## config.mk

```make
export PLATFORM = sky130hd
export DESIGN_NAME = vsum_reduce_unit
export DESIGN_NICKNAME = d
export VERILOG_FILES = /design/src/rtl/vsr_pkg.sv /design/src/rtl/vsr_decode.sv /design/src/rtl/vsr_lane_unpack.sv /design/src/rtl/vsr_accum.sv /design/src/rtl/vsum_reduce_unit.sv
export SDC_FILE = /design/constraint.sdc
export NUM_CORES = 1
export LEC_CHECK = 0
export BUFFER_PORTS_ARGS = -buffer_cell sky130_fd_sc_hd__buf_2
export CORE_ASPECT_RATIO = 0.75
export CORE_UTILIZATION = 35
export DETAILED_ROUTE_END_ITERATION = 10
export PLACE_DENSITY = 0.54
export SYNTH_ARGS = -nofsm -noshare
export SYNTH_HDL_FRONTEND = slang
export SYNTH_SLANG_ARGS = --single-unit
```

## constraint.sdc

```tcl
create_clock -name clk -period 16.38 [get_ports clk]
set_clock_uncertainty 0.05 [all_clocks]
set_input_delay 3.276 -clock clk [delete_from_list [all_inputs] [get_ports clk]]
set_output_delay 3.276 -clock clk [all_outputs]
set_load 0.1 [all_outputs]
```

## src/rtl/vsr_pkg.sv

```systemverilog
package vsr_pkg;
  typedef enum logic [1:0] {
    SZ_B   = 2'd0,
    SZ_H   = 2'd1,
    SZ_W   = 2'd2,
    SZ_RSV = 2'd3
  } lane_size_e;
endpackage

```

## src/rtl/vsr_decode.sv

```systemverilog
module vsr_decode
  import vsr_pkg::*;
(
  input  lane_size_e size_i,
  input  logic       wide_i,
  output logic       illegal_o
);
  always_comb begin
    illegal_o = 1'b0;
    if (size_i == SZ_RSV) illegal_o = 1'b1;
    if (size_i == SZ_W && !wide_i) illegal_o = 1'b1;
  end
endmodule

```

## src/rtl/vsr_lane_unpack.sv

```systemverilog
module vsr_lane_unpack #(
  parameter int unsigned OP_W    = 128,
  parameter int unsigned MIN_E   = 8,
  parameter int unsigned N_SIZES = 3,
  localparam int unsigned LANES  = OP_W / MIN_E,
  localparam int unsigned MAX_E  = MIN_E << (N_SIZES - 1)
) (
  input  logic [OP_W-1:0]              op_i,
  input  logic                         wide_i,
  input  logic [1:0]                   size_i,
  output logic [LANES-1:0][MAX_E-1:0]  lanes_o
);
  localparam int unsigned HALF = OP_W / 2;

  logic [OP_W-1:0] op_eff;
  logic [N_SIZES-1:0][LANES-1:0][MAX_E-1:0] cand;

  // narrow operand: upper half forced out before lane slicing
  assign op_eff = wide_i ? op_i : {{HALF{1'b0}}, op_i[HALF-1:0]};

  for (genvar s = 0; s < N_SIZES; s++) begin : g_size
    localparam int unsigned ES  = MIN_E << s;
    localparam int unsigned CNT = OP_W / ES;
    for (genvar i = 0; i < LANES; i++) begin : g_lane
      if (i < CNT) begin : g_used
        assign cand[s][i] = MAX_E'(op_eff[i*ES +: ES]);
      end else begin : g_idle
        assign cand[s][i] = '0;
      end
    end
  end

  always_comb begin
    lanes_o = '0;
    for (int s = 0; s < N_SIZES; s++) begin
      if (32'(size_i) == s) lanes_o = cand[s];
    end
  end
endmodule

```

## src/rtl/vsr_accum.sv

```systemverilog
module vsr_accum #(
  parameter int unsigned OP_W    = 128,
  parameter int unsigned MIN_E   = 8,
  parameter int unsigned N_SIZES = 3,
  localparam int unsigned LANES  = OP_W / MIN_E,
  localparam int unsigned MAX_E  = MIN_E << (N_SIZES - 1),
  localparam int unsigned ACC_W  = MAX_E + $clog2(LANES)
) (
  input  logic [LANES-1:0][MAX_E-1:0] lanes_i,
  input  logic [1:0]                  size_i,
  input  logic                        undef_i,
  output logic [OP_W-1:0]             sum_o
);
  logic [ACC_W-1:0] acc;
  logic [N_SIZES-1:0][OP_W-1:0] keep_mask;

  for (genvar s = 0; s < N_SIZES; s++) begin : g_mask
    localparam int unsigned KEEP = 2 * (MIN_E << s);
    assign keep_mask[s] = (OP_W'(1) << KEEP) - OP_W'(1);
  end

  // fixed-length add: every lane slot is always summed, no data-dependent exit
  always_comb begin
    acc = '0;
    for (int i = 0; i < LANES; i++) acc = acc + ACC_W'(lanes_i[i]);
  end

  always_comb begin
    sum_o = '0;
    for (int s = 0; s < N_SIZES; s++) begin
      if (32'(size_i) == s) sum_o = OP_W'(acc) & keep_mask[s];
    end
    if (undef_i) sum_o = '0;
  end
endmodule

```

## src/rtl/vsum_reduce_unit.sv

```systemverilog
module vsum_reduce_unit
  import vsr_pkg::*;
#(
  parameter int unsigned OP_W    = 128,
  parameter int unsigned MIN_E   = 8,
  parameter int unsigned N_SIZES = 3,
  localparam int unsigned LANES  = OP_W / MIN_E,
  localparam int unsigned MAX_E  = MIN_E << (N_SIZES - 1)
) (
  input  logic            clk,
  input  logic            rst,
  input  logic            req_valid,
  output logic            req_ready,
  input  logic [OP_W-1:0] req_operand,
  input  logic [1:0]      req_size,
  input  logic            req_wide,
  output logic            rsp_valid,
  output logic [OP_W-1:0] rsp_sum,
  output logic            rsp_undef
);
  logic                        accept;
  logic                        illegal;
  logic [LANES-1:0][MAX_E-1:0] lanes_d;
  logic [OP_W-1:0]             sum_d;

  logic                        s1_valid;
  logic                        s1_undef;
  lane_size_e                  s1_size;
  logic [LANES-1:0][MAX_E-1:0] s1_lanes;

  assign req_ready = !rst;
  assign accept    = req_valid && req_ready;

  vsr_decode u_decode (
    .size_i    (lane_size_e'(req_size)),
    .wide_i    (req_wide),
    .illegal_o (illegal)
  );

  vsr_lane_unpack #(.OP_W(OP_W), .MIN_E(MIN_E), .N_SIZES(N_SIZES)) u_unpack (
    .op_i    (req_operand),
    .wide_i  (req_wide),
    .size_i  (req_size),
    .lanes_o (lanes_d)
  );

  // stage 1: decoded lanes
  always_ff @(posedge clk) begin
    if (rst) begin
      s1_valid <= 1'b0;
    end else begin
      s1_valid <= accept;
    end
    if (accept) begin
      s1_undef <= illegal;
      s1_size  <= lane_size_e'(req_size);
      s1_lanes <= lanes_d;
    end
  end

  vsr_accum #(.OP_W(OP_W), .MIN_E(MIN_E), .N_SIZES(N_SIZES)) u_accum (
    .lanes_i (s1_lanes),
    .size_i  (s1_size),
    .undef_i (s1_undef),
    .sum_o   (sum_d)
  );

  // stage 2: registered result
  always_ff @(posedge clk) begin
    if (rst) begin
      rsp_valid <= 1'b0;
    end else begin
      rsp_valid <= s1_valid;
    end
    if (s1_valid) begin
      rsp_sum   <= sum_d;
      rsp_undef <= s1_undef;
    end
  end

  AST_FIXED_LATENCY: assert property (@(posedge clk) disable iff (rst)
    accept |-> ##2 rsp_valid);

  AST_NO_SPURIOUS: assert property (@(posedge clk) disable iff (rst)
    rsp_valid |-> $past(accept, 2));

  AST_UNDEF_NO_SUM: assert property (@(posedge clk) disable iff (rst)
    (rsp_valid && rsp_undef) |-> (rsp_sum == '0));

  AST_UPPER_ZERO: assert property (@(posedge clk) disable iff (rst)
    (rsp_valid && !rsp_undef) |->
      ((rsp_sum >> (2 * (MIN_E << $past(s1_size)))) == '0));

  AST_RESET_CLEARS: assert property (@(posedge clk)
    rst |=> !rsp_valid);
endmodule

```

=== Word-level counts from Yosys, hierarchy flattened ===
Index checks and enable logic that the tools add are counted.

* Word-level logic and storage cells: 73
* Register bits after elaboration: 646
* Output and inout bits: 131

* Muxes and demuxes: 8
* Equal/unequal tests: 5
* Reductions and logical operators: 9
* Add/subtract/negate cells: 15
* Bitwise operators: 1

{| class="wikitable"
|+ Operator list
! operator !! number
|-
| 36-bit by 32-bit adder with 36-bit output || 14
|-
| 128-bit 2-to-1 mux || 2
|-
| 240-bit 2-to-1 mux || 1
|-
| 232-bit 2-to-1 mux || 1
|-
| 36-bit 2-to-1 mux || 2
|-
| 32-bit by 32-bit adder with 33-bit output || 1
|-
| 16-bit 2-to-1 mux || 1
|-
| 2-bit equality test, second input constant || 3
|-
| 3-bit OR reduction || 2
|-
| 2-bit by 1-bit equality test with 1-bit output, second input constant || 2
|-
| 2-bit logical NOT || 2
|-
| 1-bit logical AND || 2
|-
| 1-bit logical NOT || 2
|-
| 2-bit OR reduction || 1
|-
| 1-bit 2-to-1 mux || 1
|-
| 1-bit inverter || 1
|}

=== Depth between registers and ports, before layout ===
* Word-level depth: 18
* Mapped depth: 32

=== Modules after synthesis ===
A second synthesis with hierarchy kept.

* Cells, all modules: 2,977
* Area total of the unflattened synthesis: 39,161.3 µm²

{| class="wikitable"
|+ Modules (own cells, without submodules)
! module !! area an instance (µm²) !! cells each !! instances !! sequential area each (µm²)
|-
| vsum_reduce_unit || 19,401.1 || 650 || 1 || 19,378.6
|-
| vsr_accum || 14,933.1 || 1,622 || 1 || 0.0
|-
| vsr_lane_unpack || 4,815.9 || 703 || 1 || 0.0
|-
| vsr_decode || 11.3 || 2 || 1 || 0.0
|}

=== Least setup slack after synthesis ===
Ideal clock, no wire load.

* Kind: input-to-reg
* Start: input port rst
* End: register s1_lanes[0] (netlist name), enable pin
* Required time: 15.411 ns
* Data arrival time: 14.727 ns
* Buffers on the path: 0
* Stages: 1
* Setup slack: 0.684 ns
* Path through: nor2b_1

* Longest elaborated chain between the ends: 2

{| class="wikitable"
|+ Ends and longest elaborated chain
! what !! line !! RTL
|-
| start, declared || vsum_reduce_unit.sv:11 || <nowiki>input logic rst,</nowiki>
|-
| 1-bit logical NOT || vsum_reduce_unit.sv:31 || <nowiki>assign req_ready = !rst;</nowiki>
|-
| 1-bit logical AND || vsum_reduce_unit.sv:32 || <nowiki>assign accept = req_valid && req_ready;</nowiki>
|-
| end signal, assigned || vsum_reduce_unit.sv:57 || <nowiki>s1_lanes <= lanes_d;</nowiki>
|-
| end, declared || vsum_reduce_unit.sv:29 || <nowiki>logic [LANES-1:0][MAX_E-1:0] s1_lanes;</nowiki>
|}

No other way between the ends.
A chain may end at the register's enable or synchronous reset.

=== Worst setup path after layout ===
* Start: register s1_lanes[0] (netlist name)
* End: register rsp_sum[31], data pin

* Longest elaborated chain between the ends: 17

{| class="wikitable"
|+ Ends and longest elaborated chain
! what !! line !! RTL
|-
| 32-bit by 32-bit adder with 33-bit output (*) || vsr_accum.sv:25 || <nowiki>for (int i = 0; i < LANES; i++) acc = acc + ACC_W'(lanes_i[i]);</nowiki>
|-
| 36-bit by 32-bit adder with 36-bit output (*) (14 in a row) || vsr_accum.sv:25 ||
|-
| 36-bit 2-to-1 mux || vsr_accum.sv:31 || <nowiki>if (32'(size_i) == s) sum_o = OP_W'(acc) & keep_mask[s];</nowiki>
|-
| 36-bit 2-to-1 mux (*) || vsr_accum.sv:31 ||
|-
| end signal, assigned || vsum_reduce_unit.sv:76 || <nowiki>rsp_sum <= sum_d;</nowiki>
|-
| end, declared || vsum_reduce_unit.sv:18 || <nowiki>output logic [OP_W-1:0] rsp_sum,</nowiki>
|}

Every way passes the cells marked *; elsewhere a longest branch is shown, timed or not.

==> metrics.md <==
| Metric | Value |
|---|---|
| Status | `finished, final reports clean` |
| Die footprint | `61,120 um^2` |
| Share of cells above drive strength 1 | `11.98%` |
| DR DRC count | `0` |
| Final hold violations | `0` |
| Via count | `14,290` |
| Post-synthesis sequential area ratio | `42.43%` |
| MaxCap Viol Count | `0` |
| Clk sinks | `298` |
| Worst-path maximum fanout | `6` |
| Routability cong. | `0.9098` |
| Post-CTS Setup Inserts | `0` |
| Core footprint | `59,150 um^2` |
| Routed Wire Length | `60,810 um` |
| Fin worst setup slack | `8401 ps` |
| Largest net degree at the start of global routing | `181` |
| RSZ-0062 raised after global routing | `no` |
| Max Root-Sink Buffers | `3` |
| Setup WS pre-CTS | `8557 ps` |
| Final nets | `2,546` |
| Non-Filler Instances | `2,886` |
| Worst-Margin Slew | `1205 ps` |
| Ys async rst share | `0%` |
| DR iter-0 viols | `1,339` |
| Clk slew on worst S/H paths | `60 ps` |
| Drt first pass iters | `6` |
| Avg Inst Size Synth | `10.96 um^2` |
| Starting density of the core | `35.58%` |
| Worst EP required | `16,600 ps` |
| Max Slew Vio Count | `0` |
| Number of synthesized register bits | `298` |
| Post-Syn Instances | `1,920` |
| Total Routing Usage GR | `19.70%` |
| CP Launch Type | `register` |
| Fin crit period | `7979 ps` |
| I/O pin cnt | `265` |
| Yosys warns | `0` |
| Initial antenna violation count | `1` |
| CTS tree | `built` |
| Final ANT Viol Nets | `0` |
| Synth-to-Final Area Change | `11.50%` |
| Port buffer count | `172` |
| HPWL Detailed | `47,680 um` |
| Clk root buf | `clkbuf_16` |
| HP Class | `reg -> reg` |
| Vias in the first global route | `14,510` |
| Placed cell count | `2,826` |
| H-tree lvl count | `2` |
| # diodes | `0` |
| Fmax | `125.3 MHz` |
| Crit path kind | `reg -> reg` |
| CP arrival | `8190 ps` |
| Cts repair resizes | `0` |
| Rel. slew slack | `19.69%` |
| Worst setup EP type | `register` |
| Clk_lat worst skew | `550 ps` |
| Total clock buffers created by CTS | `35` |
| First-pass GRT wire length | `89,280 um` |
| Die width | `285.1 um` |
| Register area | `8930 um^2` |
| Top FF cell, synth | `edfxtp_1` |
| Mapped cell area | `21,050 um^2` |
| Gr ovfl total | `0` |
| Multi-input gate area | `10,540 um^2` |
| Synth unique cells | `72` |
| DR WL/cell | `21.07 um` |
| Setup_tns | `0 ps` |
| Rows | `77` |
| Cts hold-fix bufs | `0` |
| EDFF count, synth | `296` |
| Vias/cell | `4.950` |
| # setup viols final | `0` |
| Die Ht | `214.4 um` |
| Fill cells | `5,858` |
| Period utilization | `48.71%` |
==> registers in the layout, indices dropped and copies added (netlist names) <==
register	count
rsp_undef	1
s1_lanes	256
rsp_sum	36
rsp_valid	1
s1_undef	1
s1_size	2
s1_valid	1
==> cell families (layout without fill, tap and decap cells) <==
logic type	Yosys count	in the layout	share of synthesized area, %
compound gates	274	274	8.532
simple gates	514	514	10.92
flops	298	298	42.43
fa+ha+maj	339	339	25.86
other cells	1	92	0.01782
mux	16	16	0.7610
xor+xnor	55	55	2.289
buf+inv	423	508	9.191
==> layout make-up <==
cell class                 instances  area share, %
tap                              790          4.212
clock inverter                    16         0.6292
multi-input combinational       1290          44.90
sequential                       298          38.06
timing repair buffer             183          4.084
clock buffer                      44          3.877
inverter                         265          4.239
==> synthesized netlist by cell type, types with 4 or more instances <==
| cell | n | area share [%] |
|---|---|---|
| a211oi_1 | 15 | 0.54 |
| a21boi_0 | 5 | 0.18 |
| a21o_1 | 34 | 1.2 |
| a21oi_1 | 96 | 2.3 |
| and2_1 | 23 | 0.68 |
| and3_1 | 40 | 1.2 |
| buf_1 | 8 | 0.14 |
| buf_4 | 92 | 3.3 |
| clkbuf_1 | 57 | 1.0 |
| edfxtp_1 | 296 | 42 |
| fa_1 | 160 | 15 |
| ha_1 | 179 | 11 |
| inv_1 | 265 | 4.7 |
| mux2i_1 | 16 | 0.76 |
| nand2_1 | 160 | 2.9 |
| nand3_1 | 45 | 1.1 |
| nand4_1 | 9 | 0.27 |
| nor2_1 | 188 | 3.4 |
| nor2b_1 | 17 | 0.51 |
| nor3_1 | 11 | 0.26 |
| o211ai_1 | 5 | 0.18 |
| o21a_1 | 4 | 0.14 |
| o21ai_0 | 42 | 1.0 |
| o21ai_1 | 12 | 0.29 |
| o21bai_1 | 5 | 0.18 |
| o22ai_1 | 17 | 0.51 |
| or3_1 | 4 | 0.12 |
| xnor2_1 | 31 | 1.3 |
| xor2_1 | 24 | 1.0 |
==> cells in the final DEF (no fill, tap or decap), drive strengths merged, types with 35 or more instances in the layout <==
cell type / synthesis / layout
o21ai: 54 / 54
ha: 179 / 179
nand2: 160 / 160
conb: 1 / 92
a21oi: 97 / 97
clkbuf: 57 / 44
edfxtp: 296 / 296
and3: 40 / 40
a21o: 35 / 35
nor2: 188 / 188
nand3: 45 / 45
inv: 265 / 267
fa: 160 / 160
buf: 101 / 183
==> layer usage <==
layer  GRT usage (%)  routed length (um)
met1           26.93               25860
met2           31.27               28460
met3           4.872                5140
met4           4.902                1351
met5               0                   0
==> path summary, 6_finish.rpt <==
path / from / endpoint / slack [ps] / cells past startpoint
setup / recovery: s1_lanes[0] / rsp_sum[31] / 8400 / 27
setup reg to reg: s1_lanes[0] / rsp_sum[31] / 8400 / 27
hold / removal: s1_undef / rsp_undef / 500 / 0
hold reg to reg: s1_undef / rsp_undef / 500 / 0
==> stage by stage <==
stage	util (%)	area, um^2	hold WS, ps
after floorplan	-	21390	440.2
after CTS	39.67	23470	496.9
after global placement	37.88	22410	473.5
after global routing	39.67	23470	526.3
after detailed placement	37.88	22410	486.2
final	39.67	23470	498.9
==> critical path, cell delays in order, from the launching register on <==
cell and delay [ps]:
edfxtp_1 330, ha_1 190, inv_1 70, fa_1 440
nor2b_4 150, o211ai_2 90, a21boi_1 310, nor3_1 80
o21ai_0 300, xor2_1 410, fa_1 490, inv_1 80
fa_1 430, fa_1 460, fa_1 500, inv_1 50
fa_1 490, fa_1 430, ha_1 400, nand2_1 160
nor4_1 280, o31ai_1 160, a31oi_1 490, a41oi_1 200
a21boi_1 340, o21ai_1 140, xor2_1 150, nor2_1 50
Power is not shown: default switching activity piles up to over one toggle a cycle in this logic, so the estimate is an artifact.
